===== src/rtl/i2cs_pkg.sv =====
// Shared types for the I2C target controller.
package i2cs_pkg;

    // Protocol phases of the target state machine.
    typedef enum logic [2:0] {
        ST_WAIT    = 3'd0,  // idle, only start/stop are watched
        ST_ADDR    = 3'd1,  // shifting in the address byte
        ST_ACK_RD  = 3'd2,  // driving ACK for a read address
        ST_SEND    = 3'd3,  // shifting a byte out
        ST_GET_ACK = 3'd4,  // sampling the controller's ACK bit
        ST_ACK_GC  = 3'd5,  // driving ACK for a general call
        ST_ACK_WR  = 3'd6,  // driving ACK for a write address/byte
        ST_RECV    = 3'd7   // shifting a data byte in
    } state_t;

endpackage


===== src/rtl/i2cs_line_sync.sv =====
// Multi-stage synchronizer for one bus line.
// Assumes the line idles high; resets to 1 so no false edges appear.
module i2cs_line_sync #(
    parameter int STAGES = 2
) (
    input  logic clk,
    input  logic rst_n,
    input  logic d,
    output logic q
);
    logic [STAGES-1:0] chain;

    generate
        if (STAGES == 1) begin : g_single
            // Single flop: sample the line.
            always_ff @(posedge clk) begin
                if (!rst_n) chain <= '1;
                else        chain <= d;
            end
        end else begin : g_multi
            // Shift chain: move the sample through the stages.
            always_ff @(posedge clk) begin
                if (!rst_n) chain <= '1;
                else        chain <= {chain[STAGES-2:0], d};
            end
        end
    endgenerate

    assign q = chain[STAGES-1];
endmodule


===== src/rtl/i2cs_bus_events.sv =====
// Turns synchronized SCL/SDA levels into single-cycle bus events:
// SCL rise/fall, start (SDA falls with SCL high over two samples)
// and stop (SDA rises with SCL high over two samples).
// Assumes inputs are already synchronized to clk.
module i2cs_bus_events (
    input  logic clk,
    input  logic rst_n,
    input  logic scl_s,
    input  logic sda_s,
    output logic scl_rise,
    output logic scl_fall,
    output logic start_ev,
    output logic stop_ev
);
    logic scl_q;
    logic sda_q;

    // Previous-sample registers for edge detection.
    always_ff @(posedge clk) begin
        if (!rst_n) begin
            scl_q <= 1'b1;
            sda_q <= 1'b1;
        end else begin
            scl_q <= scl_s;
            sda_q <= sda_s;
        end
    end

    assign scl_rise = scl_s & ~scl_q;
    assign scl_fall = ~scl_s & scl_q;
    assign start_ev = scl_s & scl_q & sda_q & ~sda_s;
    assign stop_ev  = scl_s & scl_q & ~sda_q & sda_s;
endmodule


===== src/rtl/i2cs_fsm.sv =====
// Byte-level target protocol engine. Samples data on SCL rise and changes
// its drive on SCL fall. It decides ACK/NACK for address and data bytes,
// moves bytes to/from the buffer handshakes and reports transfer counts.
// Assumes one event per cycle from i2cs_bus_events.
module i2cs_fsm
    import i2cs_pkg::*;
#(
    parameter logic [6:0] OWN_ADDR = 7'h42,
    parameter int RX_DEPTH = 25,
    parameter int TX_CNT_W = 8,
    parameter int RX_CNT_W = 5
) (
    input  logic                clk,
    input  logic                rst_n,
    input  logic                sda_s,
    input  logic                scl_rise,
    input  logic                scl_fall,
    input  logic                start_ev,
    input  logic                stop_ev,
    input  logic                tx_valid,
    input  logic [7:0]          tx_data,
    output logic                tx_ready,
    output logic                tx_done,
    output logic [TX_CNT_W-1:0] tx_done_count,
    output logic                rx_valid,
    output logic [7:0]          rx_data,
    output logic                rx_done,
    output logic [RX_CNT_W-1:0] rx_done_count,
    output logic                sda_oe
);
    localparam logic [RX_CNT_W-1:0] RX_LIM   = RX_CNT_W'(RX_DEPTH);
    localparam logic [3:0]          BYTE_END = 4'd8;

    state_t              state;
    logic [7:0]          shreg;
    logic [3:0]          bitcnt;
    logic                ack_n;
    logic [RX_CNT_W-1:0] rx_cnt;
    logic [TX_CNT_W-1:0] tx_cnt;

    // Protocol sequencing, drive control and transfer bookkeeping.
    always_ff @(posedge clk) begin
        rx_valid <= 1'b0;
        tx_ready <= 1'b0;
        rx_done  <= 1'b0;
        tx_done  <= 1'b0;
        if (!rst_n) begin
            state         <= ST_WAIT;
            shreg         <= '0;
            bitcnt        <= '0;
            ack_n         <= 1'b1;
            sda_oe        <= 1'b0;
            rx_data       <= '0;
            rx_cnt        <= '0;
            tx_cnt        <= '0;
            rx_done_count <= '0;
            tx_done_count <= '0;
        end else if (start_ev || stop_ev) begin
            if (rx_cnt != '0) begin
                rx_done       <= 1'b1;
                rx_done_count <= rx_cnt;
            end
            if (tx_cnt != '0) begin
                tx_done       <= 1'b1;
                tx_done_count <= tx_cnt;
            end
            rx_cnt <= '0;
            tx_cnt <= '0;
            sda_oe <= 1'b0;
            bitcnt <= '0;
            state  <= start_ev ? ST_ADDR : ST_WAIT;
        end else begin
            case (state)
                ST_ADDR: begin
                    if (scl_rise) begin
                        shreg  <= {shreg[6:0], sda_s};
                        bitcnt <= bitcnt + 4'd1;
                    end else if (scl_fall && bitcnt == BYTE_END) begin
                        bitcnt <= '0;
                        if (shreg == 8'h00) begin
                            sda_oe <= 1'b1;
                            state  <= ST_ACK_GC;
                        end else if (shreg[7:1] == OWN_ADDR) begin
                            if (!shreg[0]) begin
                                sda_oe <= 1'b1;
                                state  <= ST_ACK_WR;
                            end else if (tx_valid) begin
                                shreg    <= tx_data;
                                tx_ready <= 1'b1;
                                sda_oe   <= 1'b1;
                                state    <= ST_ACK_RD;
                            end else begin
                                state <= ST_WAIT;
                            end
                        end else begin
                            state <= ST_WAIT;
                        end
                    end
                end
                ST_ACK_GC: begin
                    if (scl_fall) begin
                        sda_oe <= 1'b0;
                        state  <= ST_WAIT;
                    end
                end
                ST_ACK_WR: begin
                    if (scl_fall) begin
                        sda_oe <= 1'b0;
                        bitcnt <= '0;
                        state  <= ST_RECV;
                    end
                end
                ST_RECV: begin
                    if (scl_rise) begin
                        shreg  <= {shreg[6:0], sda_s};
                        bitcnt <= bitcnt + 4'd1;
                    end else if (scl_fall && bitcnt == BYTE_END) begin
                        bitcnt <= '0;
                        if (rx_cnt < RX_LIM) begin
                            rx_valid <= 1'b1;
                            rx_data  <= shreg;
                            rx_cnt   <= rx_cnt + 1'b1;
                            sda_oe   <= 1'b1;
                            state    <= ST_ACK_WR;
                        end else begin
                            rx_done       <= 1'b1;
                            rx_done_count <= rx_cnt;
                            rx_cnt        <= '0;
                            state         <= ST_WAIT;
                        end
                    end
                end
                ST_ACK_RD: begin
                    if (scl_fall) begin
                        sda_oe <= ~shreg[7];
                        bitcnt <= '0;
                        state  <= ST_SEND;
                    end
                end
                ST_SEND: begin
                    if (scl_rise) begin
                        bitcnt <= bitcnt + 4'd1;
                    end else if (scl_fall) begin
                        if (bitcnt == BYTE_END) begin
                            sda_oe <= 1'b0;
                            bitcnt <= '0;
                            state  <= ST_GET_ACK;
                        end else begin
                            sda_oe <= ~shreg[6];
                            shreg  <= {shreg[6:0], 1'b1};
                        end
                    end
                end
                ST_GET_ACK: begin
                    if (scl_rise) begin
                        ack_n <= sda_s;
                    end else if (scl_fall) begin
                        if (!ack_n) begin
                            tx_cnt <= tx_cnt + 1'b1;
                            if (tx_valid) begin
                                shreg    <= tx_data;
                                tx_ready <= 1'b1;
                                sda_oe   <= ~tx_data[7];
                                state    <= ST_SEND;
                            end else begin
                                state <= ST_WAIT;
                            end
                        end else begin
                            if (tx_cnt != '0) begin
                                tx_done       <= 1'b1;
                                tx_done_count <= tx_cnt;
                            end
                            tx_cnt <= '0;
                            state  <= ST_WAIT;
                        end
                    end
                end
                default: begin
                    sda_oe <= 1'b0;
                end
            endcase
        end
    end
endmodule


===== src/rtl/i2c_target_ctrl.sv =====
// I2C target controller top: synchronizes both bus lines, derives bus
// events and runs the byte protocol engine. Assumes the system clock is
// well above the bus clock (at least 8 clk cycles per SCL phase).
module i2c_target_ctrl #(
    parameter logic [6:0] OWN_ADDR    = 7'h42,
    parameter int         RX_DEPTH    = 25,
    parameter int         TX_CNT_W    = 8,
    parameter int         SYNC_STAGES = 2,
    localparam int        RX_CNT_W    = $clog2(RX_DEPTH + 1)
) (
    input  logic                clk,
    input  logic                rst_n,
    input  logic                scl_i,
    input  logic                sda_i,
    output logic                sda_oe,
    output logic                rx_valid,
    output logic [7:0]          rx_data,
    output logic                rx_done,
    output logic [RX_CNT_W-1:0] rx_done_count,
    input  logic                tx_valid,
    input  logic [7:0]          tx_data,
    output logic                tx_ready,
    output logic                tx_done,
    output logic [TX_CNT_W-1:0] tx_done_count
);
    localparam int N_LINES = 2;

    logic [N_LINES-1:0] raw_lines;
    logic [N_LINES-1:0] sync_lines;
    logic scl_rise, scl_fall, start_ev, stop_ev;

    assign raw_lines = {scl_i, sda_i};

    generate
        for (genvar g = 0; g < N_LINES; g++) begin : g_sync
            i2cs_line_sync #(.STAGES(SYNC_STAGES)) u_sync (
                .clk   (clk),
                .rst_n (rst_n),
                .d     (raw_lines[g]),
                .q     (sync_lines[g])
            );
        end
    endgenerate

    i2cs_bus_events u_events (
        .clk      (clk),
        .rst_n    (rst_n),
        .scl_s    (sync_lines[1]),
        .sda_s    (sync_lines[0]),
        .scl_rise (scl_rise),
        .scl_fall (scl_fall),
        .start_ev (start_ev),
        .stop_ev  (stop_ev)
    );

    i2cs_fsm #(
        .OWN_ADDR (OWN_ADDR),
        .RX_DEPTH (RX_DEPTH),
        .TX_CNT_W (TX_CNT_W),
        .RX_CNT_W (RX_CNT_W)
    ) u_fsm (
        .clk           (clk),
        .rst_n         (rst_n),
        .sda_s         (sync_lines[0]),
        .scl_rise      (scl_rise),
        .scl_fall      (scl_fall),
        .start_ev      (start_ev),
        .stop_ev       (stop_ev),
        .tx_valid      (tx_valid),
        .tx_data       (tx_data),
        .tx_ready      (tx_ready),
        .tx_done       (tx_done),
        .tx_done_count (tx_done_count),
        .rx_valid      (rx_valid),
        .rx_data       (rx_data),
        .rx_done       (rx_done),
        .rx_done_count (rx_done_count),
        .sda_oe        (sda_oe)
    );
endmodule


===== config.mk =====
export PLATFORM = sky130hd
export DESIGN_NAME = i2c_target_ctrl
export DESIGN_NICKNAME = d
export VERILOG_FILES = /design/src/rtl/i2cs_pkg.sv /design/src/rtl/i2cs_line_sync.sv /design/src/rtl/i2cs_bus_events.sv /design/src/rtl/i2cs_fsm.sv /design/src/rtl/i2c_target_ctrl.sv
export SDC_FILE = /design/constraint.sdc
export NUM_CORES = 1
export LEC_CHECK = 0
export BUFFER_PORTS_ARGS = -buffer_cell sky130_fd_sc_hd__clkbuf_2
export CORE_UTILIZATION = 35
export DETAILED_ROUTE_END_ITERATION = 10
export PLACE_DENSITY = 0.5
export SETUP_SLACK_MARGIN = 0.5
export SYNTH_ARGS = -nofsm -noshare
export SYNTH_HDL_FRONTEND = slang
export SYNTH_HIERARCHICAL = 1
export SYNTH_SLANG_ARGS = --single-unit

===== constraint.sdc =====
create_clock -name clk -period 2.4 [get_ports clk]
set_input_delay 0.24 -clock clk [delete_from_list [all_inputs] [get_ports clk]]
set_output_delay 0.24 -clock clk [all_outputs]
set_load 0.005 [all_outputs]

Yosys cells after proc, flatten, opt, wreduce, memory -nomap -nowiden

Index checks and enable logic that the tools add are counted.

Mux-type cells: 100
Add/subtract/negate cells: 3
Reductions and logical operators: 29
Bitwise operators: 19
Equal/unequal tests: 50
Order comparisons: 1

Operators by type and width:

| kind                  | count |
|---|---|
| $mux W8               | 21 |
| $mux W3               | 17 |
| $mux W1               | 41 |
| $mux W5               | 7 |
| $pmux W8 S4           | 1 |
| $ne A3 B1 Y1 const B  | 10 |
| $reduce_and A15 Y1    | 2 |
| $ne A3 B2 Y1 const B  | 9 |
| $reduce_and A13 Y1    | 2 |
| $mux W4               | 6 |
| $pmux W3 S7           | 1 |
| $ne A2 B1 Y1 const B  | 10 |
| $ne A2 B2 Y1 const B  | 9 |
| $reduce_bool A8 Y1    | 2 |
| $reduce_and A5 Y1     | 3 |
| $eq A3 B3 Y1 const B  | 4 |
| $not A1 Y1            | 12 |
| $pmux W4 S3           | 1 |
| $reduce_bool A2 Y1    | 5 |
| $reduce_and A3 Y1     | 3 |
| $add A8 B1 Y8 const B | 1 |
| $logic_not A8 Y1      | 1 |
| $reduce_or A2 Y1      | 4 |
| $and A1 B1 Y1         | 7 |
| other kinds (19)      | 23 |

Register bits after elaboration: 61
Output and inout port bits: 26
Logic and storage cells: 221
Input port bits: 13

Logic depth before layout (Yosys ltp)

Depth after elaboration: 8
Mapped depth: 9
Mapped depth without buffers: 7

Cells and area by module

The synthesis kept the hierarchy.

By module, submodules not included:

| module          | sequential area each (um^2) | area each (um^2) | cells each | times used |
|---|---|---|---|---|
| i2cs_fsm        | 1101.1                      | 2875.3           | 337        | 1 |
| i2cs_line_sync  | 40.0                        | 52.6             | 4          | 2 |
| i2cs_bus_events | 40.0                        | 85.1             | 8          | 1 |

Least setup slack after synthesis

No wires, ideal clock.

Path type: reg-to-reg
Start: reg u_events.scl_q
End: reg u_fsm.rx_data[0]
Arrival time: 1778 ps
Path slack: 495 ps
Library setup time: 128 ps
Required time: 2272 ps
Path buffers: 2
Cell stages (with the launch flop): 9
Clock period less this slack: 1905 ps
Cell sequence: dfxtp_1 nor2b_1 and4b_1 and4_1 buf_2 and3_1 buf_2 mux2i_1 nor2_1

Elaborated cells on any way between the ends: 13
Classes of those cells: bitwise: 10; reduce/logical: 3

RTL lines:

| item                        | RTL line              | text |
|---|---|---|
| from (decl)                 | i2cs_bus_events.sv:15 | `logic scl_q;` |
| from (signal assigned)      | i2cs_bus_events.sv:24 | `scl_q <= scl_s;` |
| $and A1 B1 Y1               | i2cs_bus_events.sv:30 | `assign scl_fall = ~scl_s & scl_q;` |
| net scl_fall                | i2c_target_ctrl.sv:30 | `logic scl_rise, scl_fall, start_ev, stop_ev;` |
| $logic_and A1 B1 Y1         | i2cs_fsm.sv:117       | `end else if (scl_fall && bitcnt == BYTE_END) begin` |
| $reduce_and A5 Y1 (no line) | --                    |  |
| to (signal assigned)        | i2cs_fsm.sv:121       | `rx_data <= shreg;` |
| to (decl)                   | i2cs_fsm.sv:26        | `output logic [7:0] rx_data,` |

The timed path passes the listed nets, and every way through them passes these cells.
A chain may end at the register's enable or synchronous reset.

Final worst setup path

Start: reg g_sync[1].u_sync.chain[1]
End: reg u_fsm.rx_data[1]

Elaborated cells on any way between the ends: 13
Classes of those cells: bitwise: 10; reduce/logical: 3

RTL lines:

| item                        | RTL line              | text |
|---|---|---|
| from (decl)                 | i2cs_line_sync.sv:11  | `logic [STAGES-1:0] chain;` |
| from (signal assigned)      | i2cs_line_sync.sv:24  | `else chain <= {chain[STAGES-2:0], d};` |
| $and A1 B1 Y1               | i2cs_bus_events.sv:29 | `assign scl_rise = scl_s & ~scl_q;` |
| net scl_rise                | i2c_target_ctrl.sv:30 |  |
| $not A1 Y1 (no line)        | --                    |  |
| $reduce_and A5 Y1 (no line) | --                    |  |

The timed path passes the listed nets, and every way through them passes these cells.

==> impl_metrics.json <==
{
  "outcome": "complete, no violations",
  "final_core_util_pct": 48.3,
  "dr.first_iter.drc_count": 243,
  "fp.dieArea_um2": 9140,
  "crit_type": "flip-flop to flip-flop",
  "clk_pin_slew_ns": 0.07,
  "synth_area_um2": 3070,
  "crit_path_start": "g_sync[1].u_sync/chain[1]",
  "rows": 33,
  "die_width_um": 95.6,
  "grt_setup_unrepaired": "true",
  "coreArea_um2": 8340,
  "ys_ff_latch": 61,
  "cp.required_ns": 2.62,
  "final_nets": 440,
  "wl_met2_um": 3750,
  "worst_pin_slew_ns": 0.646,
  "fmax_mhz": 529,
  "yosysUniqueCellTypes": 52,
  "final_common_cell": "dfxtp_1",
  "finalSetupViolations": 0,
  "period_needed_ns": 1.89,
  "cts_tree": "done",
  "path_cells": "nor2b_4 -> buf_6 -> buf_4 -> nor2b_2 -> and4_4 -> and3_4 -> buf_12 -> mux2i_1 -> nor2_1",
  "via_count": 2860,
  "worstSetupEndpointType": "flip-flop",
  "hold_depth": 2,
  "ys_seq_area_share_pct": 39.8,
  "wl_met1_um": 4070,
  "port_buffers": 38,
  "critical_path.slowest_cell": "dfxtp_4",
  "highest-signal-layer": "met4",
  "drc": 0,
  "cp_max_fo": 8,
  "firstDrtPassIters": 4,
  "place.gp.congestion": 0.839,
  "worstHoldPathType": "input pin to flip-flop",
  "cts_made_buffers": 9,
  "async_flop_share_pct": 0,
  "critical_path.top_delay_family": "simple AND/OR/NAND/NOR gates",
  "slew_headroom_pct": 56.6,
  "p_leak_nw": 1.54,
  "peakVddDrop_mv": 0.274,
  "grt_max_degree": 30,
  "ios": 39,
  "cp_num_cells": 9,
  "finalMaxSlewViolations": 0,
  "start_util_pct": 36.8,
  "hpwl_um": 5370,
  "antenna_found_initial": 0,
  "start_kind": "flip-flop",
  "p_per_area_nw_per_um2": 545,
  "slowest_delay_ns": 0.36,
  "insertedDiodeCount": 0,
  "clkLatencyLatePin_ns": 0.34,
  "die_h_um": 95.6,
  "arrival_ns": 2.11,
  "yosysWarnings": 6,
  "area_delta_synth_final_pct": 31.4,
  "syn_nets": 372,
  "grt_pass1_wl_um": 12700,
  "grt_use_total_pct": 18.3,
  "finalHoldViolCount": 0,
  "reg2reg_depth": 9,
  "final_cell_mix": "53 x dfxtp_1, 51 x nor2_1, 39 x clkbuf_2",
  "fin_worst_skew_ns": 0.00791,
  "cap_viol_max_count": 0,
  "vias_per_cell": 5.39,
  "post-route-period-util_pct": 78.8,
  "ys.flop_type": "dfxtp_1",
  "synth-edff-count": 0,
  "syn_inst": 353,
  "grt_overflow": 0,
  "fin_tns_setup_ns": 0,
  "drive_gt1_share_pct": 31.9,
  "clockBufferDepth": 2,
  "timing.rr.start": "g_sync[1].u_sync/chain[1]",
  "cts.sinks": 61,
  "fin_hold_ws_ns": 0.0758,
  "htree_levels": 3,
  "hp-start": "scl_i",
  "synth_area_per_cell_um2": 8.68,
  "drtAntennaViolNets": 0,
  "grt_pass1_vias": 2471,
  "critPathBufInv": 3,
  "wl_met3_um": 392,
  "root_buffer": "clkbuf_8",
  "wire_per_inst_um": 15.7,
  "routed_wl_um": 8360
}
==> worst paths after layout <==
path                                     to  slack [ns]
hold reg to reg   g_sync[1].u_sync/chain[1]        0.41
hold / removal    g_sync[1].u_sync/chain[0]        0.08
setup / recovery           u_fsm/rx_data[1]        0.51
setup reg to reg           u_fsm/rx_data[1]        0.51
==> power breakdown <==
part | internal, W | switching, W
registers | 0.00102 | 0.0000179
clock network | 0.000564 | 0.000421
logic | 0.0000795 | 0.0000944
==> state kept, by name (all words and copies together), names as in the netlist, 3 cells and up <==
| register | count |
|---|---|
| u_fsm/state | 3 |
| u_fsm/tx_cnt | 8 |
| u_fsm/rx_cnt | 5 |
| u_fsm/tx_done_count | 8 |
| u_fsm/shreg | 8 |
| u_fsm/bitcnt | 4 |
| g_sync.u_sync/chain | 4 |
| u_fsm/rx_data | 8 |
| u_fsm/rx_done_count | 5 |
==> layout make-up <==
| class | count | area, um2 |
|---|---|---|
| clock buffers | 13 | 169 |
| clock inverters | 3 | 42.5 |
| fillers | 834 | 4310 |
| inverters | 15 | 56.3 |
| multi-input cells | 259 | 1850 |
| flip-flops and latches | 61 | 1250 |
| well taps | 105 | 131 |
| repair buffers | 75 | 532 |
==> what timing repair did <==
item | 4_1_cts | 5_1_grt
gates resized for setup | 16 | 47
setup endpoints to repair | 32 | 46
gates cloned | 1 | 2
buffers inserted | 3 | 17
pin swaps | 2 | 23
hold buffers | 0 | 0
==> logic make-up (layout without fill, tap and decap cells) <==
| logic type | after synthesis | after routing | synth area share, % |
|---|---|---|---|
| muxes | 25 | 25 | 8.16 |
| xor gates and xnor gates | 9 | 9 | 2.57 |
| buffers and inverters | 34 | 106 | 5.39 |
| adders and majority gates | 6 | 6 | 2.45 |
| and+or+nand+nor | 138 | 138 | 23.1 |
| AOI/OAI and AO/OA | 80 | 81 | 18.5 |
| DFF | 61 | 61 | 39.8 |
==> worst reg2reg max path, delay by kind of cell (launching register included) <==
kind,cells,cell delay (ns)
AND/OR/NAND/NOR,5,0.80
flip-flops,1,0.36
buffers and inverters,3,0.40
multiplexers,1,0.20
==> routing by layer <==
| metal | global-route usage, % | vias up |
|---|---|---|
| met5 | 0 | - |
| met4 | 8.08 | 0 |
| met3 | 4.63 | 15 |
| met2 | 25.7 | 71 |
| met1 | 26.1 | 1363 |
| li1 | - | 1411 |
==> cell usage after synthesis, types with 3 or more instances <==
library cell	count	area share, %
a21oi_1	21	3.4
a22oi_1	9	2.2
a311oi_1	7	2.0
and2_1	4	0.82
and3_1	4	0.82
and4b_1	3	0.98
buf_2	6	0.98
buf_6	4	1.5
clkbuf_1	9	1.1
dfxtp_1	61	40
ha_1	6	2.4
inv_1	15	1.8
mux2i_1	25	8.2
nand2_1	19	2.3
nand2b_1	10	2.0
nand3_1	6	0.98
nand4_1	5	1.0
nor2_1	52	6.4
nor2b_1	5	1.0
nor3_1	13	2.1
o21ai_0	12	2.0
o21ai_1	5	0.82
or4_1	4	0.98
xnor2_1	6	1.7
xor2_1	3	0.86
==> per-stage QoR <==
| step | instance area [um2] | std cells | total power (W) | setup slack, ns |
|---|---|---|---|---|
| final | 4030 | 531 | 0.00219 | 0.510 |
| after floorplan | 3070 | 353 | 0.00115 | 0.569 |
| after CTS | 3700 | 512 | 0.00220 | 0.463 |
| after global placement | 3410 | 492 | 0.00120 | 0.379 |
| after detailed placement | 3410 | 492 | 0.00120 | 0.343 |
| after global routing | 4030 | 531 | 0.00228 | 0.418 |
Power figures use the tool's default switching activity.
